<file path="src/rtl/mm_worker_pkg.sv">
package mm_worker_pkg;
  function automatic int step_width(input int n_steps);
    return $clog2(n_steps + 1);
  endfunction
endpackage

</file>
<file path="src/rtl/mm_worker_seq.sv">
module mm_worker_seq #(
  parameter int N_STEPS = 4,
  localparam int W = mm_worker_pkg::step_width(N_STEPS)
) (
  input  logic         clk_i,
  input  logic         rst_ni,
  input  logic         start_i,
  output logic [W-1:0] step_o
);
  localparam logic [W-1:0] LAST = W'(N_STEPS);

  logic [W-1:0] step_q, step_d;

  always_comb begin
    if (step_q == '0)        step_d = start_i ? W'(1) : '0;
    else if (step_q == LAST) step_d = '0;  // last state never waits
    else                     step_d = step_q + W'(1);
  end

  always_ff @(posedge clk_i or negedge rst_ni) begin
    if (!rst_ni) step_q <= '0;
    else         step_q <= step_d;
  end

  assign step_o = step_q;


  idle_hold_chk: assert property (@(posedge clk_i) disable iff (!rst_ni)
    (step_q == '0 && !start_i) |=> step_q == '0);

  accept_chk: assert property (@(posedge clk_i) disable iff (!rst_ni)
    (step_q == '0 && start_i) |=> step_q == W'(1));

  last_return_chk: assert property (@(posedge clk_i) disable iff (!rst_ni)
    step_q == LAST |=> step_q == '0);

  advance_chk: assert property (@(posedge clk_i) disable iff (!rst_ni)
    (step_q != '0 && step_q != LAST) |=> step_q == W'($past(step_q) + W'(1)));
endmodule

</file>
<file path="src/rtl/mm_worker_flags.sv">
module mm_worker_flags #(
  parameter int N_STEPS = 4,
  localparam int W = mm_worker_pkg::step_width(N_STEPS)
) (
  input  logic [W-1:0] step_i,
  output logic         busy_o,
  output logic         done_o
);
  localparam logic [W-1:0] LAST = W'(N_STEPS);

  // busy drops in the last state so the caller can restart with no gap
  assign busy_o = (step_i != '0) && (step_i != LAST);
  assign done_o = (step_i == LAST);
endmodule

</file>
<file path="src/rtl/mm_worker_fsm.sv">
module mm_worker_fsm #(
  parameter int N_STEPS = 4,
  localparam int W = mm_worker_pkg::step_width(N_STEPS)
) (
  input  logic         clk_i,
  input  logic         rst_ni,
  input  logic         start_i,
  output logic         busy_o,
  output logic         done_o,
  output logic [W-1:0] step_o
);
  if (N_STEPS < 2) begin : g_bad_cfg
    initial $error("N_STEPS must be at least 2");
  end

  logic [W-1:0] step;

  mm_worker_seq #(.N_STEPS(N_STEPS)) u_seq (
    .clk_i  (clk_i),
    .rst_ni (rst_ni),
    .start_i(start_i),
    .step_o (step)
  );

  mm_worker_flags #(.N_STEPS(N_STEPS)) u_flags (
    .step_i(step),
    .busy_o(busy_o),
    .done_o(done_o)
  );

  assign step_o = step;


  busy_on_accept_chk: assert property (@(posedge clk_i) disable iff (!rst_ni)
    (step == '0 && start_i) |=> busy_o);

  done_at_fall_chk: assert property (@(posedge clk_i) disable iff (!rst_ni)
    $fell(busy_o) |-> done_o);

  done_single_chk: assert property (@(posedge clk_i) disable iff (!rst_ni)
    done_o |=> !done_o);

  busy_done_excl_chk: assert property (@(posedge clk_i) disable iff (!rst_ni)
    !(busy_o && done_o));

  busy_progress_chk: assert property (@(posedge clk_i) disable iff (!rst_ni)
    busy_o |=> step == W'($past(step) + W'(1)));
endmodule

</file>
<file path="config.mk">
export PLATFORM = sky130hd
export DESIGN_NAME = mm_worker_fsm
export DESIGN_NICKNAME = d
export VERILOG_FILES = /design/src/rtl/mm_worker_pkg.sv /design/src/rtl/mm_worker_seq.sv /design/src/rtl/mm_worker_flags.sv /design/src/rtl/mm_worker_fsm.sv
export SDC_FILE = /design/constraint.sdc
export NUM_CORES = 1
export LEC_CHECK = 0
export BUFFER_PORTS_ARGS = -buffer_cell sky130_fd_sc_hd__buf_2
export CAP_MARGIN = 20
export CORE_AREA = 2 2 39 41
export DETAILED_ROUTE_END_ITERATION = 7
export DIE_AREA = 0 0 41 43
export GPL_ROUTABILITY_DRIVEN = 0
export SLEW_MARGIN = 25
export SYNTH_ARGS = -nofsm -noshare
export SYNTH_HDL_FRONTEND = slang
export SYNTH_SLANG_ARGS = --single-unit
</file>
<file path="constraint.sdc">
create_clock -name clk_i -period 1.1 [get_ports clk_i]
set_input_delay 0.055 -clock clk_i [delete_from_list [all_inputs] [get_ports clk_i]]
set_output_delay 0.055 -clock clk_i [all_outputs]
set_load 0.03 [all_outputs]
</file>
==> results.yml, run 1 <==
run_status:
  run_status: "finished with violations"
  violations: "setup timing"
sta:
  finalHoldWorstSlack_ns: 0.0946
  tightestPinTransition_ns: 0.149
  unrepaired_setup_endpoints_after_global_routing: "true"
  slew_violations: 0
  finalSetupViolations: 1
  period_needed_ns: 1.14
  totalNegativeSetupSlack_ns: -0.0377
  finalCritPeriodShare: 1.03
  slew-limit-headroom: 0.899
  max_freq_mhz: 879
  final_critical_path_setup_slack_ns: -0.0377
  timing_hold_violations_final: 0
  finClkSkew_ns: 0.00241
route:
  num_vias: 150
  wire_per_inst_um: 7.83
  dr.first_iter.drc_count: 1
  drc: 0
  vias_per_cell: 3.26
  route.antenna.remaining_nets: 0
  wirelength_um: 360
  dr.pass1.iters: 2
synth:
  post_synth_instance_area_um2: 150
  synth_top_area_share: 0.500
  synth_area_leader_cell: "dfrtp_1"
  post_synth.cell_area_avg_um2: 10.7
  synth_cell_types: 9
  netlist_top_cells_area: "dfrtp_1 (50%), ha_1 (17%), inv_1 (7.5%)"
  ys_seq_area_frac: 0.500
  ys_ff_latch: 3
  syn-instance-count: 14
  synth_nets: 19
  synth_warnings: 0
setup_path:
  sort_of_element_at_the_start_of_the_critical_path: "flop"
  crit_required_ns: 1.04
  crit_path_cell_trace: "inv_2 -> ha_4 -> and2_4 -> buf_6"
  timing.critical_path.from: "u_seq.step_o[1]$_DFF_PN0_"
  crit_path_max_fanout: 3
  timing.critical_path.slowest_stage_cell: "dfrtp_2"
  launch_instance_of_the_worst_register_to_register_path: "u_seq.step_o[1]$_DFF_PN0_"
  critPathBufInv: 2
  cp_data_arrival_time_ns: 1.08
  critPathTopFamily: "flip-flops"
  setup.worst_path.class: "flop to output pin"
  slowest_delay_ns: 0.40
  critical_path.endpoint_type: "output pin"
floorplanning:
  die_width_um: 41
  chipHeight_um: 43
  coreArea_um2: 1380
  floorplan.rows: 14
  io-pin-count: 8
  floorplan.initialDensity: 0.108
  floorplan.die_area_um2: 1760
clock_tree:
  clk_latency_ns: 0.23
  clock-root-buffer: "clkbuf_4"
  cts_sinks: 3
  cts_tree: "built"
  cts.clk_slew.worst_paths_ns: 0.04
  htree_levels: 1
  clock_path_buffers: 2
  cts_inserted_buffers: 3
power:
  ir_worst_vdd_mv: 0.594
  clockPowerShare: 0.190
  leakage_nw: 0.149
  switching_power_mw: 0.413
  power_density_nw_per_um2: 3340
  power_switching_share: 0.412
  power.share.combinational: 0.611
  pwr-share-seq: 0.199
  cellInternalPower_mw: 0.590
layout:
  area_growth_pct: 100
  final_layout_size_suffix_gt1_frac: 0.667
  mostFrequentLayoutCell: "buf_2"
  insertedDiodeCount: 0
  most_frequent_cells_in_the_layout: "buf_2 (5), buf_4 (4), clkbuf_4 (3)"
  nNetsFinal: 36
  max_reg_flops: 3
  finish.cell_count_without_fillers: 46
global_routing:
  first_global_vias: 171
  global_route.usage.met3: 0.0314
  grt_first_pass_wirelength_um: 586
  largest_net_degree_at_the_start_of_global_routing: 5
  top_usage_layer: "met4"
  globalRouteMet1Util: 0.0419
  grt_antenna_before_repair: 0
  grtUsageMet2: 0.0781
  grt_util_all_layers: 0.0563
  grt_remaining_overflow: 0
placed_design:
  dpl.cell_count: 38
  port_buffers: 7
hold_path:
  hold_path.class: "primary input to flop"
  worst_hold_path_startpoint: "start_i"
job:
  cap_violations: 0
==> timing repair <==
action	CTS	global route
setup buffers	3	0
resized for setup	7	3
hold endpoints to repair	3	0
endpoints found under the setup margin	2	2
pin swaps	1	0
hold buffers	1	0
==> synthesized netlist by cell type <==
master and count:
nor2_1 1, inv_1 3, nand3b_1 1, o21ai_0 1, and2_2 1, nor2b_1 1, ha_1 2, xnor2_1 1
dfrtp_1 3
==> power by group through the flow <==
| stage | clock network [mW] | registers [mW] | logic (mW) |
|---|---|---|---|
| finish | 0.191 | 0.200 | 0.613 |
| global route | 0.209 | 0.205 | 0.672 |
| CTS | 0.200 | 0.199 | 0.578 |
| detailed placement | 0 | 0.207 | 0.424 |
| global placement | 0 | 0.205 | 0.425 |
| floorplan | 0 | 0.292 | 0.202 |
==> final cells by class <==
| cell class | count | area, µm² |
|---|---|---|
| Sequential cell | 3 | 77.6 |
| Tap cell | 16 | 20.0 |
| Clock buffer | 4 | 26.3 |
| Multi-Input combinational cell | 8 | 77.6 |
| Timing Repair Buffer | 12 | 87.6 |
| Inverter | 3 | 11.3 |
| Fill cell | 159 | 1080 |
==> worst min-delay path: cells and delay by family <==
family	cells	cell delay (ns)
buffers and inverters	1	0.08
AO/OA/AOI/OAI	1	0.08
AND/OR/NAND/NOR	1	0.07
==> cells by family after synthesis <==
kind of cell / synth area share
AO/OA/AOI/OAI: 0.0333
XOR/XNOR: 0.0583
adder cells (fa/ha/maj): 0.167
buffers and inverters: 0.0750
flip-flops: 0.500
AND/OR/NAND/NOR: 0.167
==> per-layer routing <==
metal  vias up  wire (µm)
li1         73          -
met1        68        147
met2         7        175
met3         2         33
met4         0          4
met5         -          0
==> per-stage QoR <==
step                cell area, µm²  setup WS (ns)  power [mW]   util
floorplan                      153         0.0315       0.494      -
CTS                            294        -0.0394       0.977  0.212
detailed placement             215         0.0505       0.631  0.156
finish                         300        -0.0377        1.00  0.217
global placement               215         0.0682       0.630  0.156
global route                   300        -0.0799        1.09  0.217
==> path summary, 6_finish.rpt <==
kind	slack, ns	to	cells past startpoint
min in group asynchronous	0.15	u_seq.step_o[1]$_DFF_PN0_	2
min reg2reg	0.59	u_seq.step_o[2]$_DFF_PN0_	2
max reg2reg	0.05	u_seq.step_o[0]$_DFF_PN0_	5
max	-0.04	done_o	4
min	0.09	u_seq.step_o[0]$_DFF_PN0_	3
max in group asynchronous	0.83	u_seq.step_o[0]$_DFF_PN0_	2
No activity file was read; power rests on OpenSTA's default activity.
==> inputs of run 2 (changes only) <==
Settings changed: SYNTH_HIERARCHICAL set to 1.
==> run 2 against run 1 <==
Net effect: the run now ends clean; via count decreased by 18%; synthesized cell count decreased by 7.1%; total power decreased by 13%; cell count decreased by 11%; sequential share of layout area increased by 4.4 points; routed wire length decreased by 25%; largest cell class is now sequential cells.
==> results.yml, run 2 <==
synth:
  synth-simple-area-share: 0.171
  ys_ff_latch: 3
  dominantRegCellSynth: "dfrtp_1"
  synth_warnings: 6
  synth_nets: 18
  synth_most_common_cell: "dfrtp_1"
  netlist_top_cells_area: "dfrtp_1 (51%), ha_1 (17%), xnor2_1 (6.0%)"
  synth_commonest_cells: "dfrtp_1 (3), ha_1 (2), inv_1 (2)"
  post_synth_instance_area_um2: 146
  synth_top_area_share: 0.513
  synth_cell_types: 9
  synth_edf_count: 0
  ys_seq_area_frac: 0.513
  synth_xor_area_frac: 0.0598
  post_synth.cell_area_avg_um2: 11.3
  synth-compound-area-share: 0.0342
  synth_top_family_by_area: "adder cells"
  synth_area_leader_cell: "dfrtp_1"
  post_synth_fa_ha_maj_area_fraction: 0.171
  syn-instance-count: 13
  synthMuxAreaShare: 0
  fraction_of_registers_with_async_set_reset: 1.00
layout:
  final_layout_size_suffix_gt1_frac: 0.480
  layout.area.seq_um2: 76.3
  multi_input_comb_area_um2: 68.8
  area_growth_pct: 72.6
  insertedDiodeCount: 0
  most_frequent_cells_in_the_layout: "buf_2 (5), clkbuf_4 (3), inv_1 (2), ha_1 (2), dfrtp_1 (2)"
  fillerInstances: 157
  nNetsFinal: 31
  max_reg_flops: 3
  mostFrequentLayoutCell: "buf_2"
  final_standard_cell_utilization_of_the_core: 0.183
power:
  power.share.combinational: 0.517
  leakage_nw: 0.123
  clockPowerShare: 0.213
  power_switching_share: 0.445
  ir_worst_vdd_mv: 0.444
  cellInternalPower_mw: 0.486
  switching_power_mw: 0.390
  power_density_nw_per_um2: 3470
  pwr-share-seq: 0.270
  total_power_mw: 0.876
setup_path:
  crit_required_ns: 1.04
  critical_path.endpoint_type: "output pin"
  reg2reg_setup_slack_ns: 0.15
  crit_path_max_fanout: 5
  slowest_delay_ns: 0.41
  setup.worst_path.class: "flop to output pin"
  timing.critical_path.slowest_stage_cell: "dfrtp_1"
  crit_path_cell_trace: "or2_1 -> buf_6"
  cp_data_arrival_time_ns: 1.03
  sort_of_element_at_the_start_of_the_critical_path: "flop"
placed_design:
  port_buffers: 7
clock_tree:
  clock-root-buffer: "clkbuf_4"
  clock_path_buffers: 2
  cts_inserted_buffers: 3
  cts_tree: "built"
  cts_sinks: 3
  htree_levels: 1
  clk_latency_ns: 0.23
  cts.clk_slew.worst_paths_ns: 0.04
floorplanning:
  die_width_um: 41
  chipHeight_um: 43
  floorplan.die_area_um2: 1760
  floorplan.rows: 14
  coreArea_um2: 1380
  floorplan.initialDensity: 0.106
  io-pin-count: 8
route:
  dr.first_iter.drc_count: 0
  wirelength_um: 271
  drc: 0
  vias_per_cell: 3.00
  route.antenna.remaining_nets: 0
  wire_per_inst_um: 6.61
  num_vias: 123
  dr.pass1.iters: 1
sta:
  max_freq_mhz: 921
  finalCritPeriodShare: 0.987
  period_needed_ns: 1.09
  slew-limit-headroom: 0.899
  tightestPinTransition_ns: 0.150
  finClkSkew_ns: 0.000854
  unrepaired_setup_endpoints_after_global_routing: "true"
  slew_violations: 0
  finalSetupViolations: 0
  finalHoldWorstSlack_ns: 0.0838
  timing_hold_violations_final: 0
global_routing:
  largest_net_degree_at_the_start_of_global_routing: 7
  grt_remaining_overflow: 0
  first_global_vias: 125
  grt_antenna_before_repair: 0
  grt_util_all_layers: 0.0433
  grt_first_pass_wirelength_um: 441
job:
  cap_violations: 0
hold_path:
  hold_path.class: "primary input to flop"
run_status:
  run_status: "finished clean"
run 2: path summary, 6_finish.rpt:
check / start / to / cells past startpoint
worst max-delay path: u_seq/step_o[1]$_DFF_PN0_ / busy_o / 2
worst min-delay path: start_i / u_seq/step_o[0]$_DFF_PN0_ / 3
worst max register to register: u_seq/step_o[1]$_DFF_PN0_ / u_seq/step_o[0]$_DFF_PN0_ / 4
worst min register to register: u_seq/step_o[0]$_DFF_PN0_ / u_seq/step_o[0]$_DFF_PN0_ / 1
max in group asynchronous: rst_ni / u_seq/step_o[0]$_DFF_PN0_ / 2
min in group asynchronous: rst_ni / u_seq/step_o[2]$_DFF_PN0_ / 2
run 2: stage by stage:
step / cell area (µm²) / cells / setup TNS, ns / worst slack, ns
global route: 253 / 41 / -0.0618 / -0.0381
global placement: 208 / 36 / 0 / 0.131
detailed placement: 208 / 36 / 0 / 0.137
floorplan: 153 / 13 / 0 / 0.0106
finish: 253 / 41 / 0 / 0.0148
CTS: 250 / 41 / 0 / 0.000369
run 2: cell type report:
| class | instances | share of cell area |
|---|---|---|
| timing repair buffer | 8 | 0.213 |
| sequential | 3 | 0.302 |
| multi-input combinational | 8 | 0.272 |
| inverter | 2 | 0.0297 |
| tap | 16 | 0.0792 |
| clock buffer | 4 | 0.104 |
run 2: cells by family (layout without fill, tap and decap cells):
group,after synthesis,count (layout)
compound gates,1,1
buf+inv,2,14
fa+ha+maj,2,2
simple gates,4,4
flops,3,3
xor+xnor,1,1
run 2: worst max-delay path: cells and delay by family (launching register included):
kind | cells | cell delay, ns
buf+inv | 1 | 0.14
flops | 1 | 0.41
simple gates | 1 | 0.25
run 2: what timing repair did:
action                                 4_1_cts  5_1_grt
hold buffers                                 1        0
endpoints found under the hold margin        3        0
resized for setup                            2        2
setup buffers                                0        0
setup endpoints to repair                    1        2
run 2: layer usage:
metal / track usage / vias to the layer above / share of wire
met5: 0 / - / 0
met4: 0.0400 / 0 / 0
met3: 0.0471 / 0 / 0.12
met2: 0.0531 / 5 / 0.48
met1: 0.0356 / 52 / 0.41
li1: - / 66 / -
run 2: power by group through the flow:
| stage | sequential [mW] | combinational, mW | clock, mW |
|---|---|---|---|
| after floorplan | 0.342 | 0.201 | 0 |
| after global placement | 0.237 | 0.431 | 0 |
| after detailed placement | 0.239 | 0.426 | 0 |
| after CTS | 0.238 | 0.460 | 0.197 |
| after global routing | 0.250 | 0.495 | 0.211 |
| final | 0.236 | 0.453 | 0.186 |
